File: config.mk
export PLATFORM = sky130hd
export DESIGN_NAME = dbuf_pwm
export DESIGN_NICKNAME = d
export VERILOG_FILES = /design/src/rtl/dbuf_pwm_pkg.sv /design/src/rtl/dbuf_pwm_regs.sv /design/src/rtl/dbuf_pwm_timebase.sv /design/src/rtl/dbuf_pwm_out.sv /design/src/rtl/dbuf_pwm.sv
export SDC_FILE = /design/constraint.sdc
export NUM_CORES = 1
export LEC_CHECK = 0
export BUFFER_PORTS_ARGS = -buffer_cell sky130_fd_sc_hd__clkbuf_2
export CAP_MARGIN = 20
export CORE_ASPECT_RATIO = 0.8
export CORE_UTILIZATION = 35
export DETAILED_ROUTE_END_ITERATION = 12
export PLACE_DENSITY_LB_ADDON = 0.3
export SETUP_SLACK_MARGIN = 0.2
export SYNTH_ARGS = -nofsm -noshare
export SYNTH_HDL_FRONTEND = slang
export SYNTH_SLANG_ARGS = --single-unit
export TNS_END_PERCENT = 100
File: constraint.sdc
create_clock -name clk -period 3.8 [get_ports clk]
set_clock_uncertainty 0.2 [all_clocks]
set_input_delay 0.76 -clock clk [delete_from_list [all_inputs] [get_ports clk]]
set_output_delay 0.76 -clock clk [all_outputs]
set_load 0.02 [all_outputs]
File: src/rtl/dbuf_pwm_pkg.sv
package dbuf_pwm_pkg;

    localparam int TMR_W     = 8;
    localparam int FRAC_W    = 2;
    localparam int SEL_W     = 2;
    localparam int DATA_W    = TMR_W;
    localparam int ADDR_W    = 2;
    localparam int DUTY_W    = TMR_W + FRAC_W;
    localparam int SHIFT_MAX = 4;
    localparam int PRE_W     = FRAC_W + SHIFT_MAX;

    localparam logic [ADDR_W-1:0] ADR_PERIOD = 2'd0;
    localparam logic [ADDR_W-1:0] ADR_DUTY   = 2'd1;
    localparam logic [ADDR_W-1:0] ADR_PCTL   = 2'd2;
    localparam logic [ADDR_W-1:0] ADR_TCTL   = 2'd3;

    localparam int PCTL_EN_BIT = 0;
    localparam int PCTL_LO_BIT = 4;
    localparam int TCTL_ON_BIT = 2;

    typedef struct packed {
        logic [TMR_W-1:0]  period;
        logic [TMR_W-1:0]  duty_hi;
        logic [FRAC_W-1:0] duty_lo;
        logic              pwm_en;
        logic              tmr_on;
        logic [SEL_W-1:0]  psel;
    } cfg_t;

    typedef struct packed {
        logic [TMR_W-1:0] tmr;
        logic [PRE_W-1:0] pre;
    } tb_state_t;

    typedef struct packed {
        logic [DUTY_W-1:0] shadow;
        logic              out;
    } out_state_t;

endpackage

File: src/rtl/dbuf_pwm_regs.sv
module dbuf_pwm_regs
    import dbuf_pwm_pkg::*;
(
    input  logic              clk,
    input  logic              rst_n,
    input  logic              wr_en,
    input  logic [ADDR_W-1:0] wr_addr,
    input  logic [DATA_W-1:0] wr_data,
    output cfg_t              cfg_o
);

    cfg_t cfg_d, cfg_q;

    always_comb begin
        cfg_d = cfg_q;
        if (wr_en) begin
            case (wr_addr)
                ADR_PERIOD: cfg_d.period  = wr_data;
                ADR_DUTY:   cfg_d.duty_hi = wr_data;
                ADR_PCTL: begin
                    cfg_d.pwm_en  = wr_data[PCTL_EN_BIT];
                    cfg_d.duty_lo = wr_data[PCTL_LO_BIT +: FRAC_W];
                end
                ADR_TCTL: begin
                    cfg_d.tmr_on = wr_data[TCTL_ON_BIT];
                    cfg_d.psel   = wr_data[0 +: SEL_W];
                end
                default: ;
            endcase
        end
    end

    always_ff @(posedge clk) begin
        if (!rst_n) begin
            cfg_q        <= '0;
            cfg_q.period <= '1;
        end else begin
            cfg_q <= cfg_d;
        end
    end

    assign cfg_o = cfg_q;

    AST_DUTY_HOLD: assert property (@(posedge clk) disable iff (!rst_n)
        !(wr_en && (wr_addr == ADR_DUTY)) |=> $stable(cfg_q.duty_hi));

endmodule

File: src/rtl/dbuf_pwm_timebase.sv
module dbuf_pwm_timebase
    import dbuf_pwm_pkg::*;
(
    input  logic              clk,
    input  logic              rst_n,
    input  logic              on_i,
    input  logic [SEL_W-1:0]  psel_i,
    input  logic [TMR_W-1:0]  period_i,
    output logic [DUTY_W-1:0] cnt_nxt_o,
    output logic              wrap_o
);

    tb_state_t st_d, st_q;
    logic [2:0]        shift;
    logic [PRE_W-1:0]  lim;
    logic              tick;
    logic              wrap;
    logic [FRAC_W-1:0] frac;

    always_comb begin
        case (psel_i)
            2'b00:   shift = 3'd0;
            2'b01:   shift = 3'd2;
            default: shift = 3'd4;
        endcase
        lim  = PRE_W'((1 << (FRAC_W + int'(shift))) - 1);
        tick = on_i && (st_q.pre >= lim);
        wrap = 1'b0;
        st_d = st_q;
        if (on_i) begin
            if (tick) begin
                st_d.pre = '0;
                if (st_q.tmr == period_i) begin
                    st_d.tmr = '0;
                    wrap     = 1'b1;
                end else begin
                    st_d.tmr = st_q.tmr + TMR_W'(1);
                end
            end else begin
                st_d.pre = st_q.pre + PRE_W'(1);
            end
        end
        frac = st_d.pre[shift +: FRAC_W];
    end

    always_ff @(posedge clk) begin
        if (!rst_n) begin
            st_q <= '0;
        end else begin
            st_q <= st_d;
        end
    end

    assign cnt_nxt_o = {st_d.tmr, frac};
    assign wrap_o    = wrap;

    AST_WRAP_RESTART: assert property (@(posedge clk) disable iff (!rst_n)
        wrap_o |=> (st_q.tmr == '0) && (st_q.pre == '0));

    AST_HALT_HOLD: assert property (@(posedge clk) disable iff (!rst_n)
        !on_i |=> $stable(st_q));

endmodule

File: src/rtl/dbuf_pwm_out.sv
module dbuf_pwm_out
    import dbuf_pwm_pkg::*;
(
    input  logic              clk,
    input  logic              rst_n,
    input  logic              en_i,
    input  logic              wrap_i,
    input  logic [DUTY_W-1:0] cnt_nxt_i,
    input  logic [DUTY_W-1:0] staged_i,
    output logic              pwm_o
);

    out_state_t st_d, st_q;

    always_comb begin
        st_d = st_q;
        if (wrap_i) begin
            st_d.shadow = staged_i;
            st_d.out    = (staged_i != '0);
        end else if (cnt_nxt_i == st_q.shadow) begin
            st_d.out = 1'b0;
        end
        if (!en_i) begin
            st_d.out = 1'b0;
        end
    end

    always_ff @(posedge clk) begin
        if (!rst_n) begin
            st_q <= '0;
        end else begin
            st_q <= st_d;
        end
    end

    assign pwm_o = st_q.out;

    AST_RISE_AT_WRAP: assert property (@(posedge clk) disable iff (!rst_n)
        $rose(st_q.out) |-> $past(wrap_i));

    AST_ZERO_LOW: assert property (@(posedge clk) disable iff (!rst_n)
        (st_q.shadow == '0) |-> !st_q.out);

    AST_SHADOW_HOLD: assert property (@(posedge clk) disable iff (!rst_n)
        !$past(wrap_i) |-> $stable(st_q.shadow));

    AST_DIS_LOW: assert property (@(posedge clk) disable iff (!rst_n)
        !en_i |=> !st_q.out);

endmodule

File: src/rtl/dbuf_pwm.sv
module dbuf_pwm
    import dbuf_pwm_pkg::*;
(
    input  logic              clk,
    input  logic              rst_n,
    input  logic              wr_en,
    input  logic [ADDR_W-1:0] wr_addr,
    input  logic [DATA_W-1:0] wr_data,
    output logic              pwm_out
);

    cfg_t              cfg;
    logic [DUTY_W-1:0] cnt_nxt;
    logic              wrap;

    dbuf_pwm_regs i_regs (
        .clk     (clk),
        .rst_n   (rst_n),
        .wr_en   (wr_en),
        .wr_addr (wr_addr),
        .wr_data (wr_data),
        .cfg_o   (cfg)
    );

    dbuf_pwm_timebase i_tbase (
        .clk       (clk),
        .rst_n     (rst_n),
        .on_i      (cfg.tmr_on),
        .psel_i    (cfg.psel),
        .period_i  (cfg.period),
        .cnt_nxt_o (cnt_nxt),
        .wrap_o    (wrap)
    );

    dbuf_pwm_out i_out (
        .clk       (clk),
        .rst_n     (rst_n),
        .en_i      (cfg.pwm_en),
        .wrap_i    (wrap),
        .cnt_nxt_i (cnt_nxt),
        .staged_i  ({cfg.duty_hi, cfg.duty_lo}),
        .pwm_o     (pwm_out)
    );

    AST_RESET_LOW: assert property (@(posedge clk) $past(!rst_n) |-> !pwm_out);

endmodule

==> results.ini, run 1 <==
[run]
drv_cap=0

[placed_design]
place_inst=376
post-dp-hpwl_um=4270
io_buffers=13
routabilityCongestion=0.921

[setup_path]
crit_chain=inv_1 > ha_1 > o211ai_1 > o21ai_1 > nand2_1 > o21a_1 > or3_1 > a2111oi_2 > a31oi_1
critPathTopFamily=compound AO/OA/AOI/OAI gates
cp-start-kind=flip-flop
cp-end-kind=flip-flop
slowest_stage=dfxtp_1
arrival_ns=3.21
path_class=flip-flop to flip-flop
path_depth=9
required_ns=3.78
crit_path_max_fanout=13
r2r_cells=9
rr_endpoint=i_out.pwm_o$_SDFFE_PN0P_
r2r_start=i_regs.cfg_o[1]$_SDFFE_PN0P_
crit_buf_inv=1
rrSetupSlack_ns=0.58
cpPeakStageDelay_ns=0.45

[yosys]
synth_edf_count=0
syn-num-nets=310
seq_area_frac_synth_pct=37.0
synth_area_leaders=dfxtp_1 (37%), nand2_1 (7.5%), mux2i_1 (6.3%)
syn_avg_cell_area_um2=8.77
synth_mux_area_share_pct=6.30
synthCells=290
synthArstFlopShare_pct=0
yosys_warnings=0
synth_area_um2=2540
synth_top_family_by_area=simple AND/OR/NAND/NOR gates
synth_seq_cells=47
yosysTopAreaCell=dfxtp_1
synth_compound_area_share_pct=15.5
synthAdderAreaFrac_pct=3.44
yosysTopAreaCellShare_pct=37.0
yosysUniqueCellTypes=51
synth-main-ff-cell=dfxtp_1
synth-xor-area-share_pct=7.38
yosys.area_share.simple_pct=27.4

[clock_tree]
insertion_delay_ns=0.31
post_cts_resized=0
root_buffer=clkbuf_8
clk_pin_slew_ns=0.10
cts_tree=done
max-clock-path-buffers=2
cts.repair_timing.setup_buffer_count=0
tritoncts.num_buffers=5
cts-htree-levels=2
clock_sinks=47
cts_hold_buf=0

[drt]
wl_per_cell_um=15.2
firstDrtPassIters=4
first_iter_violations=144
postRouteAntennaNets=0
routed_wl_um=5840
viasPerCell=5.36
num_vias=2058
drc=0

[final_layout]
finalNonFillerCells=384
final_common_cell=nand2_1
antenna_cells=0
synthToLayoutAreaGrowth_pct=8.22
final_cell_mix=nand2_1 (51), dfxtp_1 (47), nor2b_1 (21)
drive_gt1_share_pct=10.8
nNetsFinal=316

[timing]
max_freq_ghz=0.310
slew_headroom_pct=40.3
post-route-min-period_ns=3.22
finalMaxSlewViolations=0
tightest_slew_ns=0.893
tns_ns=0
timing.final.crit_share_pct=84.9
setup_viol=0
rsz0062_at_grt=false
hold_ws_ns=0.285
hold_viol=0

[global_routing]
first_global_vias=1862
antenna_found_initial=0
grt_usage_pct=16.0
overflow=0
grt_pass1_wl_um=9560
grt_max_degree=47

[die]
fp.dieH_um=78.2
die_area_um2=7610
initial_core_util_pct=36.5
core_um2=6960
rows=27
die_w_um=97.3
ios=14

[power]
power_density_nw_per_um2=337
peakVddDrop_mv=0.162
leakagePower_uw=0.00111
power_uw=927

[run_status]
outcome=finished, final reports clean

[worst_hold_path]
min_from=i_regs.cfg_o[21]$_SDFFE_PN1P_
hold_path_depth=2
worst_hold_path.endpoint=i_regs.cfg_o[21]$_SDFFE_PN1P_
hp-class=flip-flop to flip-flop

-- where the power goes --
group	internal [µW]	leakage, µW	total, µW	switching, µW
logic	35.8	0.000677	77.0	41.2
clock network	137	0.0000467	335	198
registers	503	0.000381	515	11.7
-- worst max path at each step --
stage	from	end
after global routing	i_regs.cfg_o[1]$_SDFFE_PN0P_	i_out.pwm_o$_SDFFE_PN0P_
after CTS	i_regs.cfg_o[1]$_SDFFE_PN0P_	i_out.pwm_o$_SDFFE_PN0P_
after detailed placement	i_regs.cfg_o[1]$_SDFFE_PN0P_	i_out.pwm_o$_SDFFE_PN0P_
final	i_regs.cfg_o[1]$_SDFFE_PN0P_	i_out.pwm_o$_SDFFE_PN0P_
after floorplan	i_regs.cfg_o[1]$_SDFFE_PN0P_	i_out.pwm_o$_SDFFE_PN0P_
after global placement	i_regs.cfg_o[1]$_SDFFE_PN0P_	i_out.pwm_o$_SDFFE_PN0P_
-- metal layers --
layer / part of all wire, % / track usage, %
met1: 52 / 22.8
met2: 41 / 23.7
met3: 6.4 / 3.65
met4: 0.82 / 5.44
met5: 0 / 0
-- worst reg2reg max path: cells and delay by family, from the launching register on --
kind / cells / cell delay (ns)
buffers and inverters: 1 / 0.12
and+or+nand+nor: 2 / 0.75
DFF: 1 / 0.45
adders and majority gates: 1 / 0.31
AOI/OAI and AO/OA: 5 / 1.27
-- cell type report --
cell class,instances,area (µm²)
clock buffers,5,68.8
inverters,2,7.51
multi-input cells,226,1530
clock inverters,3,27.5
well taps,87,109
repair buffers,14,72.6
fillers,723,4210
flip-flops and latches,47,941
-- stage by stage --
stage	worst slack, ns	area [µm²]	util [%]
detailed placement	0.637	2660	38.2
floorplan	1.19	2540	-
finish	0.576	2750	39.5
global route	0.292	2750	39.5
CTS	0.614	2750	39.5
global placement	0.761	2660	38.2
-- state kept, by name, indices dropped and copies added, names as in the netlist --
name,count
i_tbase.st_q,14
i_out.pwm_o,1
i_out.st_q,10
i_regs.cfg_o,22
-- Yosys cell counts, types with 4 or more instances --
cell type	number
a211oi_1	4
a21boi_0	12
a21oi_1	4
and3_1	4
buf_2	4
clkbuf_1	10
dfxtp_1	47
ha_1	7
mux2i_1	16
nand2_1	51
nand3_1	12
nand3b_1	4
nand4_1	5
nor2_1	13
nor2b_1	21
o21a_1	4
o21ai_0	5
or3_1	4
xnor2_1	7
xor2_1	10
-- cell families (layout without fill, tap and decap cells) --
logic type	Yosys count	in the layout
buffers and inverters	17	24
XOR/XNOR	19	19
flip-flops	47	47
AO/OA/AOI/OAI	53	53
multiplexers	16	16
AND/OR/NAND/NOR	131	131
adder cells (fa/ha/maj)	7	7
Power figures use the tool's default switching activity.
==> inputs of run 2 (changes only) <==
--- a/config.mk
+++ b/config.mk
@@ -5,6 +5,7 @@
 export SDC_FILE = /design/constraint.sdc
 export NUM_CORES = 1
 export LEC_CHECK = 0
+export ABC_AREA = 1
 export BUFFER_PORTS_ARGS = -buffer_cell sky130_fd_sc_hd__clkbuf_2
 export CAP_MARGIN = 20
 export CORE_ASPECT_RATIO = 0.8
==> constraint.sdc (replaced) <==
create_clock -name clk -period 3 [get_ports clk]
set_clock_uncertainty 0.2 [all_clocks]
set_input_delay 0.6 -clock clk [delete_from_list [all_inputs] [get_ports clk]]
set_output_delay 0.6 -clock clk [all_outputs]
set_load 0.02 [all_outputs]
==> run 2 against run 1 <==
  * Sequential power rose by 27%
  * Count of clock-buffer cells in the layout unchanged
  * Power up 25%
  * Critical path depth increased by 9
  * Final area fell by 2.3%
  * Hold slack worse by 0.0085 ns
  * Critical endpoint unchanged
  * Highest routed layer unchanged
==> results.ini, run 2 <==
[timing]
post-route-min-period_ns=2.61  ; -0.618 ns
tightest_slew_ns=0.613  ; -0.280 ns
tns_ns=0  ; unchanged
slew_headroom_pct=59.1  ; +19 points
hold_viol=0  ; unchanged
finalMaxSlewViolations=0  ; unchanged
timing.final.crit_share_pct=86.9  ; +2.0 points
setup_slack_ns=0.393  ; -0.182 ns
hold_ws_ns=0.276  ; -0.00854 ns
setup_viol=0  ; unchanged
rsz0062_at_grt=false
max_freq_ghz=0.384  ; +24%

[global_routing]
first_global_vias=1868  ; +0.32%
antenna_found_initial=0  ; unchanged
grt_max_degree=36  ; -23%
grt_usage_pct=16.1  ; +0.15 points
grt_pass1_wl_um=9160  ; -4.2%
overflow=0  ; unchanged

[yosys]
yosysMostFrequentCell=nand2_1
yosysUniqueCellTypes=33  ; -35%
yosys_warnings=0  ; unchanged
synth-main-ff-cell=dfxtp_1
synthCells=339  ; +17%
synth_seq_cells=47  ; unchanged
synth_edf_count=0  ; unchanged
synth_area_leaders=dfxtp_1 (39%), nand2_1 (13%), inv_1 (6.2%)
syn-num-nets=359  ; +16%
yosysTopAreaCell=dfxtp_1
synthArstFlopShare_pct=0  ; unchanged
syn_avg_cell_area_um2=7.20  ; -18%
seq_area_frac_synth_pct=38.5  ; +1.5 points
synth_area_um2=2440  ; -4.0%
yosysTopAreaCellShare_pct=38.5  ; +1.5 points
ys_top_cells_by_count=nand2_1 (83), dfxtp_1 (47), inv_1 (40)

[final_layout]
drive_gt1_share_pct=13.7  ; +3.0 points
largest_reg_flops=22  ; unchanged
multi_input_area_um2=1280  ; -16%
finalNonFillerCells=441  ; +15%
final_common_cell=nand2_1
n_fill_cell=686  ; -5.1%
postLayoutCoreUtil_pct=40.9  ; +1.4 points
nNetsFinal=376  ; +19%
final_cell_mix=nand2_1 (83), dfxtp_1 (47), inv_1 (40)
antenna_cells=0  ; unchanged
synthToLayoutAreaGrowth_pct=10.1
seqCellArea_um2=941  ; unchanged

[clock_tree]
cts_tree=done
root_buffer=clkbuf_8
clock_sinks=47  ; unchanged
tritoncts.num_buffers=5  ; unchanged
clk_pin_slew_ns=0.10  ; about the same
max-clock-path-buffers=2  ; unchanged
cts_hold_buf=0  ; unchanged
cts-htree-levels=2  ; unchanged
insertion_delay_ns=0.30  ; about the same

[setup_path]
rrSetupSlack_ns=0.39  ; -0.18 ns
r2r_start=i_regs.cfg_o[1]$_SDFFE_PN0P_
required_ns=2.99  ; -0.79 ns
crit_path_frequent_cell=nand2_1
cpPeakStageDelay_ns=0.41  ; -0.04 ns
critPathTopFamily=simple AND/OR/NAND/NOR gates
arrival_ns=2.59  ; -0.62 ns
crit_buf_inv=4  ; +3
crit_chain=inv_1 > ha_1 > nand2_1 > nor2_2 > nand2_2 > nand2_4 > nand2_8 > inv_4 > nand3_4 > buf_4 > nand4_2 > nand2_1 > inv_1 > nand2_1 > nor2_2 > nand3_2 > nand2_2 > a21oi_2
critical_path.endpoint=i_out.pwm_o$_SDFFE_PN0P_
cp-start-kind=flip-flop
crit_path_max_fanout=17  ; +4
path_class=flip-flop to flip-flop
setup.worst_path.start=i_regs.cfg_o[1]$_SDFFE_PN0P_
cp-end-kind=flip-flop
path_depth=18  ; +9
slowest_stage=dfxtp_1
rr_endpoint=i_out.pwm_o$_SDFFE_PN0P_
r2r_cells=18  ; +9

[power]
seq_power_share_pct=56.7  ; +1.2 points
power.internal_uw=844  ; +25%
comb_power_share_pct=8.3  ; about the same
power_density_nw_per_um2=430  ; +28%
pwr-share-clk_pct=35.0  ; -1.1 points
leakagePower_uw=0.00114  ; +3.2%
sw_frac_of_total_pct=27.1  ; -0.037 points
power_switching_uw=313  ; +25%
peakVddDrop_mv=0.196  ; +21%

[drt]
wl_per_cell_um=12.9  ; -15%
firstDrtPassIters=5  ; +1
routed_wl_um=5680  ; -2.6%
first_iter_violations=113  ; -22%
num_vias=2143  ; +4.1%
viasPerCell=4.86  ; -9.3%
drc=0  ; unchanged
postRouteAntennaNets=0  ; unchanged

[die]
die_w_um=95.4  ; -2.0%
initial_core_util_pct=37.1  ; +0.61 points
rows=26  ; -3.7%
fp.dieH_um=76.7  ; -2.0%
core_um2=6570  ; -5.6%
die_area_um2=7310  ; -3.9%
ios=14  ; unchanged

[run_status]
outcome=finished, final reports clean

[placed_design]
routabilityCongestion=0.856  ; -7.1%
post-dp-hpwl_um=4170  ; -2.4%
io_buffers=13  ; unchanged
place_ws_ns=0.335  ; -0.302 ns
place_inst=428  ; +14%

[worst_hold_path]
hp-class=flip-flop to flip-flop

[run]
drv_cap=0  ; unchanged

run 2: area by class of cell:
cell class                 count  area share, %
sequential                    47           35.0
timing repair buffer          19           4.10
clock inverter                 3          0.838
multi-input combinational    240           47.5
clock buffer                   5           2.56
inverter                      43           6.10
tap                           84           3.91
run 2: cells by family (layout without fill, tap and decap cells):
logic type	count (synthesis)	in the layout	share of synthesized area, %
and+or+nand+nor	168	169	32.6
AOI/OAI and AO/OA	53	53	11.6
buffers and inverters	53	70	9.69
DFF	47	47	38.5
xor gates and xnor gates	11	11	3.95
adders and majority gates	7	7	3.59
run 2: how the worst min path moves through the flow:
| stage | start | endpoint | slack [ns] | cells after the start |
|---|---|---|---|---|
| after floorplan | i_regs.cfg_o[3]$_SDFFE_PN0P_ | i_regs.cfg_o[3]$_SDFFE_PN0P_ | 0.22 | 2 |
| after global placement | i_regs.cfg_o[3]$_SDFFE_PN0P_ | i_regs.cfg_o[3]$_SDFFE_PN0P_ | 0.24 | 2 |
| after detailed placement | i_regs.cfg_o[3]$_SDFFE_PN0P_ | i_regs.cfg_o[3]$_SDFFE_PN0P_ | 0.26 | 2 |
| after CTS | i_regs.cfg_o[3]$_SDFFE_PN0P_ | i_regs.cfg_o[3]$_SDFFE_PN0P_ | 0.27 | 2 |
| after global routing | i_regs.cfg_o[11]$_SDFFE_PN0P_ | i_regs.cfg_o[11]$_SDFFE_PN0P_ | 0.29 | 2 |
| final | i_regs.cfg_o[11]$_SDFFE_PN0P_ | i_regs.cfg_o[11]$_SDFFE_PN0P_ | 0.28 | 2 |
run 2: stage by stage:
step / area [µm²] / total power [µW]
6_report: 2690 / 1160
5_1_grt: 2690 / 1210
4_1_cts: 2650 / 1160
3_5_place_dp: 2550 / 765
3_3_place_gp: 2550 / 764
2_1_floorplan: 2440 / 732
run 2: timing repair:
item / in CTS / in global routing
buffers inserted: 0 / 4
setup endpoints to repair: 0 / 1
resized for setup: 0 / 1
run 2: worst register-to-register path: stages (launching register included):
cell and delay, ns:
dfxtp_1 0.41, inv_1 0.11, ha_1 0.31, nand2_1 0.08, nor2_2 0.09, nand2_2 0.08
nand2_4 0.14, nand2_8 0.09, inv_4 0.11, nand3_4 0.19, buf_4 0.21, nand4_2 0.05
nand2_1 0.06, inv_1 0.04, nand2_1 0.07, nor2_2 0.09, nand3_2 0.07, nand2_2 0.06
a21oi_2 0.04
run 2: power by group through the flow:
stage          clock [µW]  combinational, µW  sequential (µW)
3_3_place_gp            0               93.9              670
4_1_cts               412               95.6              655
6_report              405               95.8              656
5_1_grt               441                110              658
3_5_place_dp            0               95.4              670
2_1_floorplan           0               69.3              662
run 2: per-layer routing:
metal | up-vias | GRT usage [%] | wire length [µm]
met5 | - | 0 | 0
met4 | 0 | 4.48 | 76
met3 | 9 | 3.27 | 299
met2 | 41 | 21.6 | 2260
met1 | 964 | 25.4 | 3050
li1 | 1129 | - | -
